===== src/rtl/busSeqPkg.sv =====
package busSeqPkg;
  typedef enum logic [2:0] {
    CYC_FETCH = 3'd0,
    CYC_MRD   = 3'd1,
    CYC_MWR   = 3'd2,
    CYC_IORD  = 3'd3,
    CYC_IOWR  = 3'd4
  } cycType_e;

  typedef enum logic [2:0] {
    PH_IDLE, PH_T1, PH_T2, PH_TW, PH_T3, PH_T4, PH_HOLD
  } phase_e;

  // strobes from control to datapath
  typedef struct packed {
    logic latchReq;   // capture request fields
    logic captureRd;  // capture read byte at end of T3
    logic addrPhase;  // T1: address on pins, ale high
    logic strobe;     // T2/TW/T3: read or write strobe low
    logic active;     // any T-state of a transaction
    logic floatBus;   // bus released to other master
  } seqCtl_t;

  function automatic logic typeLegal(input logic [2:0] t);
    return t <= 3'd4;
  endfunction

  function automatic logic typeIsRead(input cycType_e t);
    return (t == CYC_FETCH) || (t == CYC_MRD) || (t == CYC_IORD);
  endfunction

  function automatic logic typeIsIo(input cycType_e t);
    return (t == CYC_IORD) || (t == CYC_IOWR);
  endfunction

  // {ioM, s1, s0}
  function automatic logic [2:0] statusOf(input cycType_e t);
    case (t)
      CYC_FETCH: return 3'b011;
      CYC_MRD:   return 3'b010;
      CYC_MWR:   return 3'b001;
      CYC_IORD:  return 3'b110;
      CYC_IOWR:  return 3'b101;
      default:   return 3'b000;
    endcase
  endfunction
endpackage


===== src/rtl/busSeqCtrl.sv =====
module busSeqCtrl
  import busSeqPkg::*;
(
  input  logic     clk,
  input  logic     rstN,
  input  logic     reqValid,
  input  logic [2:0] reqType,
  input  logic     ready,
  input  logic     hold,
  input  cycType_e curType,
  output seqCtl_t  ctl,
  output logic     reqTaken,
  output logic     cycDone,
  output logic     hlda
);
  phase_e phase, phaseNext;
  logic   lastPh;
  logic   doneQ;

  assign reqTaken = (phase == PH_IDLE) && !hold && reqValid && typeLegal(reqType);
  assign lastPh   = ((phase == PH_T3) && (curType != CYC_FETCH)) || (phase == PH_T4);

  always_comb begin
    phaseNext = phase;
    case (phase)
      PH_IDLE: begin
        if (hold)          phaseNext = PH_HOLD;
        else if (reqTaken) phaseNext = PH_T1;
      end
      PH_T1:   phaseNext = PH_T2;
      PH_T2:   phaseNext = ready ? PH_T3 : PH_TW;
      PH_TW:   phaseNext = ready ? PH_T3 : PH_TW;
      PH_T3:   phaseNext = (curType == CYC_FETCH) ? PH_T4 : PH_IDLE;
      PH_T4:   phaseNext = PH_IDLE;
      PH_HOLD: phaseNext = hold ? PH_HOLD : PH_IDLE;
      default: phaseNext = PH_IDLE;
    endcase
  end

  always_ff @(posedge clk or negedge rstN) begin
    if (!rstN) begin
      phase <= PH_IDLE;
      doneQ <= 1'b0;
    end else begin
      phase <= phaseNext;
      doneQ <= lastPh;
    end
  end

  always_comb begin
    ctl.latchReq  = reqTaken;
    ctl.captureRd = (phase == PH_T3) && typeIsRead(curType);
    ctl.addrPhase = (phase == PH_T1);
    ctl.strobe    = (phase == PH_T2) || (phase == PH_TW) || (phase == PH_T3);
    ctl.active    = (phase == PH_T1) || ctl.strobe || (phase == PH_T4);
    ctl.floatBus  = (phase == PH_HOLD);
  end

  assign cycDone = doneQ;
  assign hlda    = (phase == PH_HOLD);

  // a low ready sample in T2 or a wait state gives another wait state
  a_r7_wait_on_not_ready: assert property (@(posedge clk) disable iff (!rstN)
    ((phase == PH_T2 || phase == PH_TW) && !ready) |=> (phase == PH_TW));
  // hold seen between transactions releases the bus next clock
  a_r9_hold_from_idle: assert property (@(posedge clk) disable iff (!rstN)
    (phase == PH_IDLE && hold) |=> hlda);
  // a transaction in progress is never cut short by hold
  a_r9_no_abort: assert property (@(posedge clk) disable iff (!rstN)
    (ctl.active && !lastPh) |=> ctl.active);
  // completion pulse lasts one clock
  a_r5_done_pulse: assert property (@(posedge clk) disable iff (!rstN)
    cycDone |=> !cycDone);
  // nothing is taken while released
  a_r2_no_take_in_hold: assert property (@(posedge clk) disable iff (!rstN)
    hlda |-> !reqTaken);
endmodule


===== src/rtl/busSeqDp.sv =====
module busSeqDp
  import busSeqPkg::*;
#(
  parameter int ADDR_W = 16,
  parameter int DATA_W = 8
) (
  input  logic              clk,
  input  logic              rstN,
  input  seqCtl_t           ctl,
  input  logic [2:0]        reqType,
  input  logic [ADDR_W-1:0] reqAddr,
  input  logic [DATA_W-1:0] reqWdata,
  input  logic [DATA_W-1:0] adIn,
  output cycType_e          curType,
  output logic [DATA_W-1:0] rdData,
  output logic [ADDR_W-DATA_W-1:0] addrHi,
  output logic [DATA_W-1:0] adOut,
  output logic              adOe,
  output logic              busOe,
  output logic              ale,
  output logic              ioM,
  output logic              s1,
  output logic              s0,
  output logic              rdN,
  output logic              wrN
);
  localparam int HI_W = ADDR_W - DATA_W;

  cycType_e          typeQ;
  logic [ADDR_W-1:0] addrQ;
  logic [DATA_W-1:0] wdataQ;
  logic [DATA_W-1:0] rdQ;
  logic              isRead, isIo;
  logic [2:0]        status;

  always_ff @(posedge clk or negedge rstN) begin
    if (!rstN) begin
      typeQ  <= CYC_FETCH;
      addrQ  <= '0;
      wdataQ <= '0;
      rdQ    <= '0;
    end else begin
      if (ctl.latchReq) begin
        typeQ  <= cycType_e'(reqType);
        addrQ  <= reqAddr;
        wdataQ <= reqWdata;
      end
      if (ctl.captureRd) rdQ <= adIn;
    end
  end

  assign isRead  = typeIsRead(typeQ);
  assign isIo    = typeIsIo(typeQ);
  assign curType = typeQ;
  assign rdData  = rdQ;

  always_comb begin
    if (!ctl.active)  addrHi = '0;
    else if (isIo)    addrHi = HI_W'(addrQ[DATA_W-1:0]);
    else              addrHi = addrQ[ADDR_W-1:DATA_W];

    if (ctl.addrPhase)                adOut = addrQ[DATA_W-1:0];
    else if (ctl.strobe && !isRead)   adOut = wdataQ;
    else                              adOut = '0;

    adOe   = ctl.addrPhase || (ctl.strobe && !isRead);
    status = ctl.active ? statusOf(typeQ) : 3'b000;
  end

  assign {ioM, s1, s0} = status;
  assign ale   = ctl.addrPhase;
  assign rdN   = !(ctl.strobe && isRead);
  assign wrN   = !(ctl.strobe && !isRead);
  assign busOe = !ctl.floatBus;

  // strobes never overlap
  a_r10_strobe_exclusive: assert property (@(posedge clk) disable iff (!rstN)
    !(!rdN && !wrN));
  // released bus drives nothing and shows no strobes
  a_r9_float_quiet: assert property (@(posedge clk) disable iff (!rstN)
    !busOe |-> (rdN && wrN && !adOe && !ale));
  // address latch strobe is a single clock
  a_r3_ale_single: assert property (@(posedge clk) disable iff (!rstN)
    ale |=> !ale);
  // status stays put across the T-states of one transaction
  a_r4_status_stable: assert property (@(posedge clk) disable iff (!rstN)
    (ctl.active && !ctl.addrPhase) |-> $stable({ioM, s1, s0}));
  // shared pins are not driven while a device is reading onto them
  a_r6_no_contention: assert property (@(posedge clk) disable iff (!rstN)
    !rdN |-> !adOe);
endmodule


===== src/rtl/busCycleSeq.sv =====
module busCycleSeq
  import busSeqPkg::*;
#(
  parameter int ADDR_W = 16,
  parameter int DATA_W = 8
) (
  input  logic              clk,
  input  logic              rstN,
  input  logic              reqValid,
  input  logic [2:0]        reqType,
  input  logic [ADDR_W-1:0] reqAddr,
  input  logic [DATA_W-1:0] reqWdata,
  output logic              reqTaken,
  output logic [DATA_W-1:0] rdData,
  output logic              cycDone,
  input  logic              ready,
  input  logic              hold,
  output logic              hlda,
  output logic [ADDR_W-DATA_W-1:0] addrHi,
  output logic [DATA_W-1:0] adOut,
  input  logic [DATA_W-1:0] adIn,
  output logic              adOe,
  output logic              busOe,
  output logic              ale,
  output logic              ioM,
  output logic              s1,
  output logic              s0,
  output logic              rdN,
  output logic              wrN
);
  seqCtl_t  ctl;
  cycType_e curType;

  busSeqCtrl uCtrl (
    .clk(clk), .rstN(rstN), .reqValid(reqValid), .reqType(reqType),
    .ready(ready), .hold(hold), .curType(curType), .ctl(ctl),
    .reqTaken(reqTaken), .cycDone(cycDone), .hlda(hlda)
  );

  busSeqDp #(.ADDR_W(ADDR_W), .DATA_W(DATA_W)) uDp (
    .clk(clk), .rstN(rstN), .ctl(ctl), .reqType(reqType),
    .reqAddr(reqAddr), .reqWdata(reqWdata), .adIn(adIn),
    .curType(curType), .rdData(rdData), .addrHi(addrHi), .adOut(adOut),
    .adOe(adOe), .busOe(busOe), .ale(ale), .ioM(ioM), .s1(s1), .s0(s0),
    .rdN(rdN), .wrN(wrN)
  );
endmodule


===== config.mk =====
export PLATFORM = sky130hd
export DESIGN_NAME = busCycleSeq
export DESIGN_NICKNAME = d
export VERILOG_FILES = /design/src/rtl/busSeqPkg.sv /design/src/rtl/busSeqCtrl.sv /design/src/rtl/busSeqDp.sv /design/src/rtl/busCycleSeq.sv
export SDC_FILE = /design/constraint.sdc
export NUM_CORES = 1
export LEC_CHECK = 0
export BUFFER_PORTS_ARGS = -buffer_cell sky130_fd_sc_hd__buf_2
export CORE_UTILIZATION = 53
export DETAILED_ROUTE_END_ITERATION = 16
export GPL_TIMING_DRIVEN = 0
export MAX_ROUTING_LAYER = met4
export PLACE_DENSITY = 0.93
export SLEW_MARGIN = 40
export SYNTH_ARGS = -nofsm -noshare
export SYNTH_HDL_FRONTEND = slang
export SYNTH_SLANG_ARGS = --single-unit

===== constraint.sdc =====
create_clock -name clk -period 2.5 [get_ports clk]
set_input_delay 0.375 -clock clk [delete_from_list [all_inputs] [get_ports clk]]
set_output_delay 0.375 -clock clk [all_outputs]
set_load 0.02 [all_outputs]

==> metrics list <==
* Average vias per placed instance: 5.37
- Overall power: 3.62 mW
* Reg-to-Reg End: uDp.rdData[2]
- Total DRC errors in the routed layout: 0
* Largest driver fanout on the critical path: 10
- Clock tree from TritonCTS: built
- Total count of hold-check failures in the final report: 0
- STA classifies the critical path startpoint as a flip-flop.
- In this run, synthesis produced a sequential element count of 39.
- Deepest clock path buffer count: 2
* Worst reg2reg startpoint: uDp.curType[0]
- GPL Wtd Cong: between 0.8 and 0.9
- For this design, the CTS-stage hold fixing added 0 buffers.
* Cell area after placement: 2480 sq um
- Number of port buffers: 74
- Post-synthesis instance area: ~2000 sq um
- Entering global routing, the biggest net connects 40 pins.
- Number of detailed-route iterations in the first pass: 4
- Post-route clock skew: 3.89 ps
* Max-slew violations: 0
* Congestion Overflow GR: 0
- CTS-repair resized insts: 0
- Measured along the y axis, the die boundary spans 64.1 um.
- Filler Cell Count: about 300
- Layout overhead on the synthesized area: 25.5%
* Vias in the first global route: 1555
- Buffers added to address setup during post-CTS repair amount to 0.
- Once detail routing completed, the nets flagged for antenna violations numbered 0.
- Number of flops mapped to enable cells by yosys: 0
* Run status: finished clean
- In the synthesized netlist the dominant register cell turns out to be sky130_fd_sc_hd__dfrtp_1.
- Clock net sink count: 39
- Actual slew at the worst max-slew pin: 480 ps
- Die Span X: 64.1 um
* Global-route wire length before repair: 7160 um
- Power spread over the standard cell area amounts to 1410 nW/um^2.
* Arrival @ worst endpoint: 1980 ps
* Estimated wirelength of the detail-placed design: 3170 um
* H-tree levels: 2
* Maxcap violations: 0
* Count of antenna diodes in the layout: 0
* Async set-or-reset flop fraction in the synthesized netlist: 1.00
* Most common library cell in the layout ignoring fill and taps: sky130_fd_sc_hd__buf_2
- Of the cells placed in the final design, the portion with a size suffix greater than 1 is 0.532.
* Class of the most critical setup path: reg -> out
* Flop2flop setup slack: 820 ps
* Number of DRC violations after detailed-routing iteration 0: 99
- Initial antenna violation count: 0
* Most used cells in the layout excluding fill and tap cells: 79 x sky130_fd_sc_hd__buf_2, 39 x sky130_fd_sc_hd__dfrtp_1, 18 x sky130_fd_sc_hd__a21oi_1, 18 x sky130_fd_sc_hd__mux2_4, 17 x sky130_fd_sc_hd__mux2_2
- In the global route stage, met3 resource usage came out at 0.0571.
* Core region area: 3690 sq um
- The routed design could run at a clock period as short as approximately 2400 ps.
* Final nets: about 290
- The floorplan step defined a die boundary enclosing 4110 sq um.
- Total routed wirelength: 4300 um
* Switching power: 1.58 mW
- In this run the core area contains 22 standard-cell rows.
- The analysis attributes to cell leakage a power of 1.30 nW.
* Met2 Use GR: 0.370
- The synthesized netlist contains 34 unique library cells.
- Pin placement for this block handled 75 I/O pins.
- Dividing the final minimum period by the clock period gives 0.944.
- The root buffer cell chosen for the clock tree is sky130_fd_sc_hd__clkbuf_8.
* Net switching fraction of the power: 0.436
* Worst r2r path cells: 5
* Data required time at the worst endpoint: 2120 ps
- The worst setup path is captured at an output pin.
- For the final routed database, the setup TNS stands at 0 ps.
- Count of vias placed by the detailed router: roughly 1600
* Avg Inst Size Synth: roughly 12 sq um
- In the global route stage, overall resource usage came out at 0.235.
- For met1 alone, demand over resource in global routing was 0.307.
- Setup violation total in the final timing report: 0
* Mapped Nets: 210
- Combinational share of power: 0.575
* Part of the total power dissipated in sequential elements: 0.311
* Synthesized instance count: 170
- Mean routed wirelength per cell: 14.3 um
- Worst Hold Class: in -> async
* Number of buffers created by CTS: 5
- The share of total power dissipated in the clock network is 0.113.
- Worst rel slew slack: 0.680
- Most utilized layer in the global route result: met2
* Maximum vdd ir drop: 1040 uV
* Layout Cell Area excl Fill: 2570 sq um
- Unrepaired setup endpoints after global routing: no
- Clk_lat worst skew: 290 ps
* CTS clock-pin slew for the worst setup and hold paths: 80 ps
- Highest Clock Rate: 424 MHz
* Proportion of synthesized chip area in sequential cells: 0.477
- Int Power: 2.04 mW
* Synthesis Warnings: 0
* Starting Density: 0.555
-- cell families (layout without fill, tap and decap cells) --
logic type | Yosys count | in the layout | share of synthesized area
buffers and inverters | 18 | 100 | 0.0477
AND/OR/NAND/NOR | 34 | 34 | 0.105
multiplexers | 43 | 43 | 0.265
AO/OA/AOI/OAI | 36 | 36 | 0.106
flip-flops | 39 | 39 | 0.477
-- worst max-delay path, stage by stage (launching register included) --
cell	delay, ps
sky130_fd_sc_hd__dfrtp_1	370
sky130_fd_sc_hd__buf_2	170
sky130_fd_sc_hd__inv_1	150
sky130_fd_sc_hd__nand3_2	240
sky130_fd_sc_hd__inv_2	300
sky130_fd_sc_hd__mux2i_1	230
sky130_fd_sc_hd__a21oi_1	60
sky130_fd_sc_hd__buf_2	180
-- routing by layer --
| metal | part of all wire | wire length [um] |
|---|---|---|
| met1 | 0.45 | 1930 |
| met3 | 0.062 | 266 |
| met4 | 0.0072 | 31 |
| met5 | 0 | 0 |
| met2 | 0.48 | 2080 |
-- power groups by stage --
| stage | sequential [mW] | clock (mW) | combinational, mW |
|---|---|---|---|
| global placement | 1.12 | 0 | 2.04 |
| finish | 1.13 | 0.411 | 2.08 |
| detailed placement | 1.13 | 0 | 2.09 |
| global route | 1.16 | 0.451 | 2.26 |
| CTS | 1.13 | 0.426 | 2.09 |
| floorplan | 1.18 | 0 | 1.45 |
-- sequential cells by signal (all words and copies together), names as in the netlist --
| signal | flops |
|---|---|
| uCtrl.cycDone | 1 |
| uCtrl.phase | 3 |
| uDp.addrQ | 16 |
| uDp.curType | 3 |
| uDp.rdData | 8 |
| uDp.wdataQ | 8 |
-- layout make-up --
cell class | count | area (sq um) | area share
clock inverter | 2 | 12.5 | 0.00487
clock buffer | 6 | 72.6 | 0.0282
timing repair buffer | 74 | 373 | 0.145
multi-input combinational | 113 | 978 | 0.381
inverter | 6 | 22.5 | 0.00876
sequential | 39 | 976 | 0.380
tap | 48 | 60.1 | 0.0234
buffer | 12 | 75.1 | 0.0292
-- cell usage after synthesis, drive strengths merged (2+ instances only) --
cell,number,share of area
nor3,3,0.0073
and3b,2,0.0086
inv,6,0.011
nor2,7,0.014
mux2i,8,0.039
mux2,35,0.23
a31oi,2,0.0061
o211ai,2,0.014
o21ai,10,0.024
nor2b,2,0.0061
nand2,2,0.0037
nor3b,3,0.017
a21oi,18,0.044
nand3,10,0.027
clkbuf,2,0.0037
buf,10,0.033
dfrtp,39,0.48
-- per-stage QoR --
step,utilization,std cells,setup WS [ps],hold WS [ps]
final,0.697,300,141,46.1
after global placement,0.672,292,500,481
after detailed placement,0.672,292,410,491
after global routing,0.697,300,12.4,66.3
after CTS,0.695,300,79.7,215
after floorplan,-,170,506,79.4
-- how the worst max path moves through the flow --
| stage | start | end | slack (ps) | cells after the start |
|---|---|---|---|---|
| after global placement | uCtrl.phase[2] | s1 | 500 | 6 |
| after global routing | uCtrl.phase[2] | s1 | 10 | 6 |
| after floorplan | uCtrl.phase[2] | s1 | 510 | 5 |
| after detailed placement | uDp.curType[0] | addrHi[0] | 410 | 5 |
| final | uCtrl.phase[1] | adOut[1] | 140 | 7 |
| after CTS | uDp.curType[0] | addrHi[0] | 80 | 5 |
(Power assumes the default switching activity.)
